`src/rtl/adp_pkg.sv`:
```
package adp_pkg;
  localparam int unsigned N_CH   = 8;
  localparam int unsigned ADDR_W = 4;
  localparam int unsigned CH_W   = $clog2(N_CH);

  localparam logic [ADDR_W-1:0] ADDR_EN   = 4'h0;
  localparam logic [ADDR_W-1:0] ADDR_PORT = 4'h1;

  typedef enum logic [1:0] {
    SEL_NONE = 2'd0,
    SEL_EN   = 2'd1,
    SEL_PORT = 2'd2
  } reg_sel_e;
endpackage

```
`src/rtl/adp_sync.sv`:
```
module adp_sync #(
  parameter int unsigned WIDTH  = 8,
  parameter int unsigned STAGES = 2
) (
  input  logic             clk_i,
  input  logic             rst_ni,
  input  logic [WIDTH-1:0] d_i,
  output logic [WIDTH-1:0] q_o
);
  for (genvar b = 0; b < WIDTH; b++) begin : g_bit
    logic [STAGES-1:0] chain_q;
    always_ff @(posedge clk_i or negedge rst_ni) begin
      if (!rst_ni) chain_q <= '0;
      else         chain_q <= {chain_q[STAGES-2:0], d_i[b]};
    end
    assign q_o[b] = chain_q[STAGES-1];
  end
endmodule

```
`src/rtl/adp_en_reg.sv`:
```
module adp_en_reg
  import adp_pkg::*;
(
  input  logic            clk_i,
  input  logic            rst_ni,
  input  reg_sel_e        sel_i,
  input  logic            wr_i,
  input  logic [N_CH-1:0] wdata_i,
  output logic [N_CH-1:0] en_o
);
  logic [N_CH-1:0] en_q;

  always_ff @(posedge clk_i or negedge rst_ni) begin
    if (!rst_ni)                     en_q <= '0;
    else if (wr_i && sel_i == SEL_EN) en_q <= wdata_i;
  end

  assign en_o = en_q;

  a_r1_write_loads: assert property (@(posedge clk_i) disable iff (!rst_ni)
    (wr_i && sel_i == SEL_EN) |=> en_q == $past(wdata_i));
  a_r7_port_write_ignored: assert property (@(posedge clk_i) disable iff (!rst_ni)
    (wr_i && sel_i == SEL_PORT) |=> $stable(en_q));
  a_r8_other_write_ignored: assert property (@(posedge clk_i) disable iff (!rst_ni)
    (wr_i && sel_i == SEL_NONE) |=> $stable(en_q));
endmodule

```
`src/rtl/adp_port_view.sv`:
```
module adp_port_view
  import adp_pkg::*;
(
  input  logic            clk_i,
  input  logic            rst_ni,
  input  logic [N_CH-1:0] en_i,
  input  logic [N_CH-1:0] sync_i,
  input  logic            trig_en_i,
  input  logic [CH_W-1:0] trig_ch_i,
  input  logic            trig_src_i,
  output logic [N_CH-1:0] port_o
);
  logic trig_pin;
  assign trig_pin = trig_en_i && !trig_src_i;

  for (genvar c = 0; c < N_CH; c++) begin : g_ch
    logic hit;
    assign hit       = trig_pin && (trig_ch_i == CH_W'(c));
    assign port_o[c] = (en_i[c] || hit) ? sync_i[c] : 1'b1;
  end

  a_r6_disabled_reads_one: assert property (@(posedge clk_i) disable iff (!rst_ni)
    (en_i == '0 && !trig_pin) |-> port_o == '1);
  a_r4_single_trig_channel: assert property (@(posedge clk_i) disable iff (!rst_ni)
    (en_i == '0) |-> $countones(~port_o) <= 1);
  a_r3_enabled_follows: assert property (@(posedge clk_i) disable iff (!rst_ni)
    ((en_i & sync_i) == '0 && en_i != '0) |-> (port_o & en_i) == '0);
endmodule

```
`src/rtl/adp_rd_mux.sv`:
```
module adp_rd_mux
  import adp_pkg::*;
(
  input  logic            clk_i,
  input  logic            rst_ni,
  input  reg_sel_e        sel_i,
  input  logic            rd_i,
  input  logic [N_CH-1:0] en_i,
  input  logic [N_CH-1:0] port_i,
  output logic [N_CH-1:0] rdata_o
);
  logic [N_CH-1:0] rdata_q;
  logic [N_CH-1:0] rd_val;

  always_comb begin
    unique case (sel_i)
      SEL_EN:   rd_val = en_i;
      SEL_PORT: rd_val = port_i;
      default:  rd_val = '0;
    endcase
  end

  always_ff @(posedge clk_i or negedge rst_ni) begin
    if (!rst_ni)   rdata_q <= '0;
    else if (rd_i) rdata_q <= rd_val;
  end

  assign rdata_o = rdata_q;

  a_r9_hold_idle: assert property (@(posedge clk_i) disable iff (!rst_ni)
    !rd_i |=> $stable(rdata_o));
  a_r8_unmapped_zero: assert property (@(posedge clk_i) disable iff (!rst_ni)
    (rd_i && sel_i == SEL_NONE) |=> rdata_o == '0);
  a_r1_en_readback: assert property (@(posedge clk_i) disable iff (!rst_ni)
    (rd_i && sel_i == SEL_EN) |=> rdata_o == $past(en_i));
endmodule

```
`src/rtl/ana_din_port.sv`:
```
module ana_din_port
  import adp_pkg::*;
(
  input  logic              clk_i,
  input  logic              rst_ni,
  input  logic [ADDR_W-1:0] addr_i,
  input  logic              wr_i,
  input  logic              rd_i,
  input  logic [N_CH-1:0]   wdata_i,
  output logic [N_CH-1:0]   rdata_o,
  input  logic [N_CH-1:0]   pin_i,
  input  logic              trig_en_i,
  input  logic [CH_W-1:0]   trig_ch_i,
  input  logic              trig_src_i
);
  reg_sel_e        sel;
  logic [N_CH-1:0] en;
  logic [N_CH-1:0] pin_sync;
  logic [N_CH-1:0] port_val;

  always_comb begin
    if (addr_i == ADDR_EN)        sel = SEL_EN;
    else if (addr_i == ADDR_PORT) sel = SEL_PORT;
    else                          sel = SEL_NONE;
  end

  adp_sync #(.WIDTH(N_CH), .STAGES(2)) u_sync (
    .clk_i (clk_i),
    .rst_ni(rst_ni),
    .d_i   (pin_i),
    .q_o   (pin_sync)
  );

  adp_en_reg u_en (
    .clk_i  (clk_i),
    .rst_ni (rst_ni),
    .sel_i  (sel),
    .wr_i   (wr_i),
    .wdata_i(wdata_i),
    .en_o   (en)
  );

  adp_port_view u_view (
    .clk_i     (clk_i),
    .rst_ni    (rst_ni),
    .en_i      (en),
    .sync_i    (pin_sync),
    .trig_en_i (trig_en_i),
    .trig_ch_i (trig_ch_i),
    .trig_src_i(trig_src_i),
    .port_o    (port_val)
  );

  adp_rd_mux u_rd (
    .clk_i  (clk_i),
    .rst_ni (rst_ni),
    .sel_i  (sel),
    .rd_i   (rd_i),
    .en_i   (en),
    .port_i (port_val),
    .rdata_o(rdata_o)
  );

  a_r5_trig_off_no_effect: assert property (@(posedge clk_i) disable iff (!rst_ni)
    (!trig_en_i || trig_src_i) && en == '0 |-> port_val == '1);
endmodule

```
`config.mk`:
```
export PLATFORM = sky130hd
export DESIGN_NAME = ana_din_port
export DESIGN_NICKNAME = d
export VERILOG_FILES = /design/src/rtl/adp_pkg.sv /design/src/rtl/adp_sync.sv /design/src/rtl/adp_en_reg.sv /design/src/rtl/adp_port_view.sv /design/src/rtl/adp_rd_mux.sv /design/src/rtl/ana_din_port.sv
export SDC_FILE = /design/constraint.sdc
export NUM_CORES = 1
export LEC_CHECK = 0
export BUFFER_PORTS_ARGS = -buffer_cell sky130_fd_sc_hd__buf_2
export CAP_MARGIN = 20
export CORE_ASPECT_RATIO = 0.8
export CORE_MARGIN = 2
export CORE_UTILIZATION = 49
export CTS_CLUSTER_SIZE = 14
export DETAILED_ROUTE_END_ITERATION = 12
export PLACE_DENSITY = 0.77
export SLEW_MARGIN = 25
export SYNTH_ARGS = -nofsm -noshare
export SYNTH_HDL_FRONTEND = slang
export SYNTH_SLANG_ARGS = --single-unit
```
`constraint.sdc`:
```
create_clock -name clk_i -period 1 [get_ports clk_i]
set_input_delay 0.1 -clock clk_i [delete_from_list [all_inputs] [get_ports clk_i]]
set_output_delay 0.1 -clock clk_i [all_outputs]
set_load 0.1 [all_outputs]
```
==> reports/qor.yml <==
drt-pass1-iter-count: 4
hold_depth: 2
synth-compound-area-share_pct: 9.82
synth_mux_area_share_pct: 7.36
internal_power_uw: 2410
end_kind: "output port"
start_util_pct: 50.9
cts_buffers: 5
syn_nets: 120
cp_slowest_stage_delay_ns: 0.45
hold_violations: 1
tns_ns: -0.316
drc: 0
pin_count: 37
cpLargestDelayFamily: "flip-flops"
numClockSinks: 32
synth_area_per_cell_um2: 13.4
grt_pass1_wl_um: 4210
ys_ff_latch: 32
yosysWarnings: 0
outcome: "finished with violations"
grt_use_total_pct: 20.4
criticalPathCategory: "register to output port"
synth_seq_area_share_pct: 65.4
cts_root_buffer: "clkbuf_4"
timing.hold.ws_ns: -0.0000684
reg2regPathDepth: 2
crit_path_cell_trace: "buf_12"
worst_pin_slew_ns: 0.392
core.rowCount: 16
layout_common_cells: "28 x buf_2, 24 x dfrtp_1, 14 x dlygate4sd3_1, 9 x nand2_1"
relSlewSlack_pct: 73.9
crit_cells: 1
num_antenna_cells: 0
fillers: 137
pwr-share-seq_pct: 46.7
maxCapViolCount: 0
clock_latency_ns: 0.33
layout_setup_ws_ns: -0.0560
grt_setup_unrepaired: "yes"
critical_path_arrival_ns: 0.96
start_kind: "register"
synthCells: 91
violations: "negative hold slack, negative setup slack"
synth_adder_area_share_pct: 0
min_period_over_period_pct: 106
drive_gt1_share_pct: 52.3
gp_congestion: 0.917
dieArea_um2: 2920
grt_pass1_vias: 901
fin_nets: 181
area_growth_pct: 57.7
portBuffers: 36
swShare_pct: 28.0
synth_top_family_by_area: "simple AND/OR/NAND/NOR gates"
switchingPower_uw: 936
die_x_um: 59.9
routed-via-count: 1024
hold_class: "input pin to register"
cts_tree: "done"
max_freq_mhz: 947
crit_path_max_fanout: 2
coreArea_um2: 2400
ys_types: 15
grt.overflow.total: 0
synth-simple-area-share_pct: 16.8
total_leakage_power_uw: 0.000834
path_buf_inv: 1
post_drt_wl_per_cell_um: 18.5
fin_crit_ns: 1.06
cts_max_level: 2
slowest_stage: "dfrtp_2"
slew_violations: 0
first_iter_violations: 37
ir_drop_v: 0.000982
synth_xor_area_share_pct: 0
syn_area_um2: 1220
mostFrequentLayoutCell: "buf_2"
grt_max_degree: 33
hpwlAfterDp_um: 1610
clockBufferDepth: 2
clk_pin_slew_ns: 0.11
clockPowerShare_pct: 32.5
power_density_nw_per_um2: 1730
viasPerCell: 5.69
cp.required_ns: 0.90
antenna_found_initial: 0
setup_violations: 12
die-height_um: 48.7
wl_um: 3340
skew_ns: 0.0185
comb_power_share_pct: 20.7
ant_nets: 0
## flip-flops by register name (all words and copies together), names as in the netlist
| register | flops |
|---|---|
| u_en.en_o | 8 |
| u_rd.rdata_o | 8 |
| u_sync.g_bit.chain_q | 16 |
## final timing paths
check,startpoint,end,slack [ns]
worst max-delay path,u_rd.rdata_o[5],rdata_o[5],-0.06
worst min-delay path,wdata_i[5],u_en.en_o[5],-0.00007
worst max register to register,u_sync.g_bit[1].chain_q[1],u_rd.rdata_o[1],-0.02
worst min register to register,u_sync.g_bit[4].chain_q[0],u_sync.g_bit[4].chain_q[1],0.33
max in group asynchronous,rst_ni,u_rd.rdata_o[1],0.38
min in group asynchronous,rst_ni,u_sync.g_bit[1].chain_q[1],0.30
## cell type report
class / instances / area (um2) / share of cell area [%]
tap: 27 / 33.8 / 1.75
clock buffer: 7 / 65.1 / 3.37
clock inverter: 1 / 30.0 / 1.56
multi-input combinational: 57 / 504 / 26.1
sequential: 32 / 811 / 42.0
timing repair buffer: 56 / 485 / 25.2
## per-layer routing
metal | track usage [%] | part of all wire, % | vias up
met5 | 0 | 0 | -
li1 | - | - | 450
met1 | 24.8 | 37 | 503
met4 | 8.52 | 2.1 | 0
met2 | 33.5 | 54 | 61
met3 | 6.15 | 6.2 | 10
## power groups by stage
stage	Sequential, uW	Clock (uW)	Combinational (uW)
CTS	1540	1080	632
detailed placement	1560	0	580
finish	1560	1090	693
floorplan	1710	0	153
global placement	1550	0	567
global route	1570	1160	726
## synthesized netlist by cell type
library cell  count  share of area, %
a31oi_1           8               4.1
buf_1             1              0.31
clkbuf_1          1              0.31
dfrtp_1          32                65
mux2_2            8               7.4
nand2_1           9               2.8
nand2_4           1              0.92
nand2b_1         10               5.1
nand3b_1          1              0.61
nor2_1            8               2.5
nor4_4            1               1.7
nor4b_4           1               1.9
o311ai_0          8               5.7
or2_2             1              0.51
or3b_2            1              0.72
## logic make-up (layout without fill, tap and decap cells)
kind of cell / after synthesis / in the layout
AOI/OAI and AO/OA: 16 / 16
and+or+nand+nor: 33 / 33
muxes: 8 / 8
DFF: 32 / 32
buffers and inverters: 2 / 64
## per-stage QoR
stage | power, uW | std cells | utilization (%) | cell area, um2 | setup WS (ns)
floorplan | 1860 | 91 | - | 1240 | -0.109
CTS | 3250 | 177 | 76.3 | 1830 | -0.0439
global placement | 2120 | 156 | 66.3 | 1590 | -0.183
detailed placement | 2140 | 156 | 66.3 | 1590 | -0.337
global route | 3460 | 180 | 80.3 | 1930 | -0.0744
finish | 3340 | 180 | 80.3 | 1930 | -0.0560
## what timing repair did
action                                  in CTS  in global routing
hold buffers                                13                  1
endpoints found under the setup margin      12                 14
pin swaps                                    0                  6
resized for setup                            5                 11
hold endpoints to repair                    44                  1
buffers inserted                             0                  2
(Power assumes the default switching activity.)
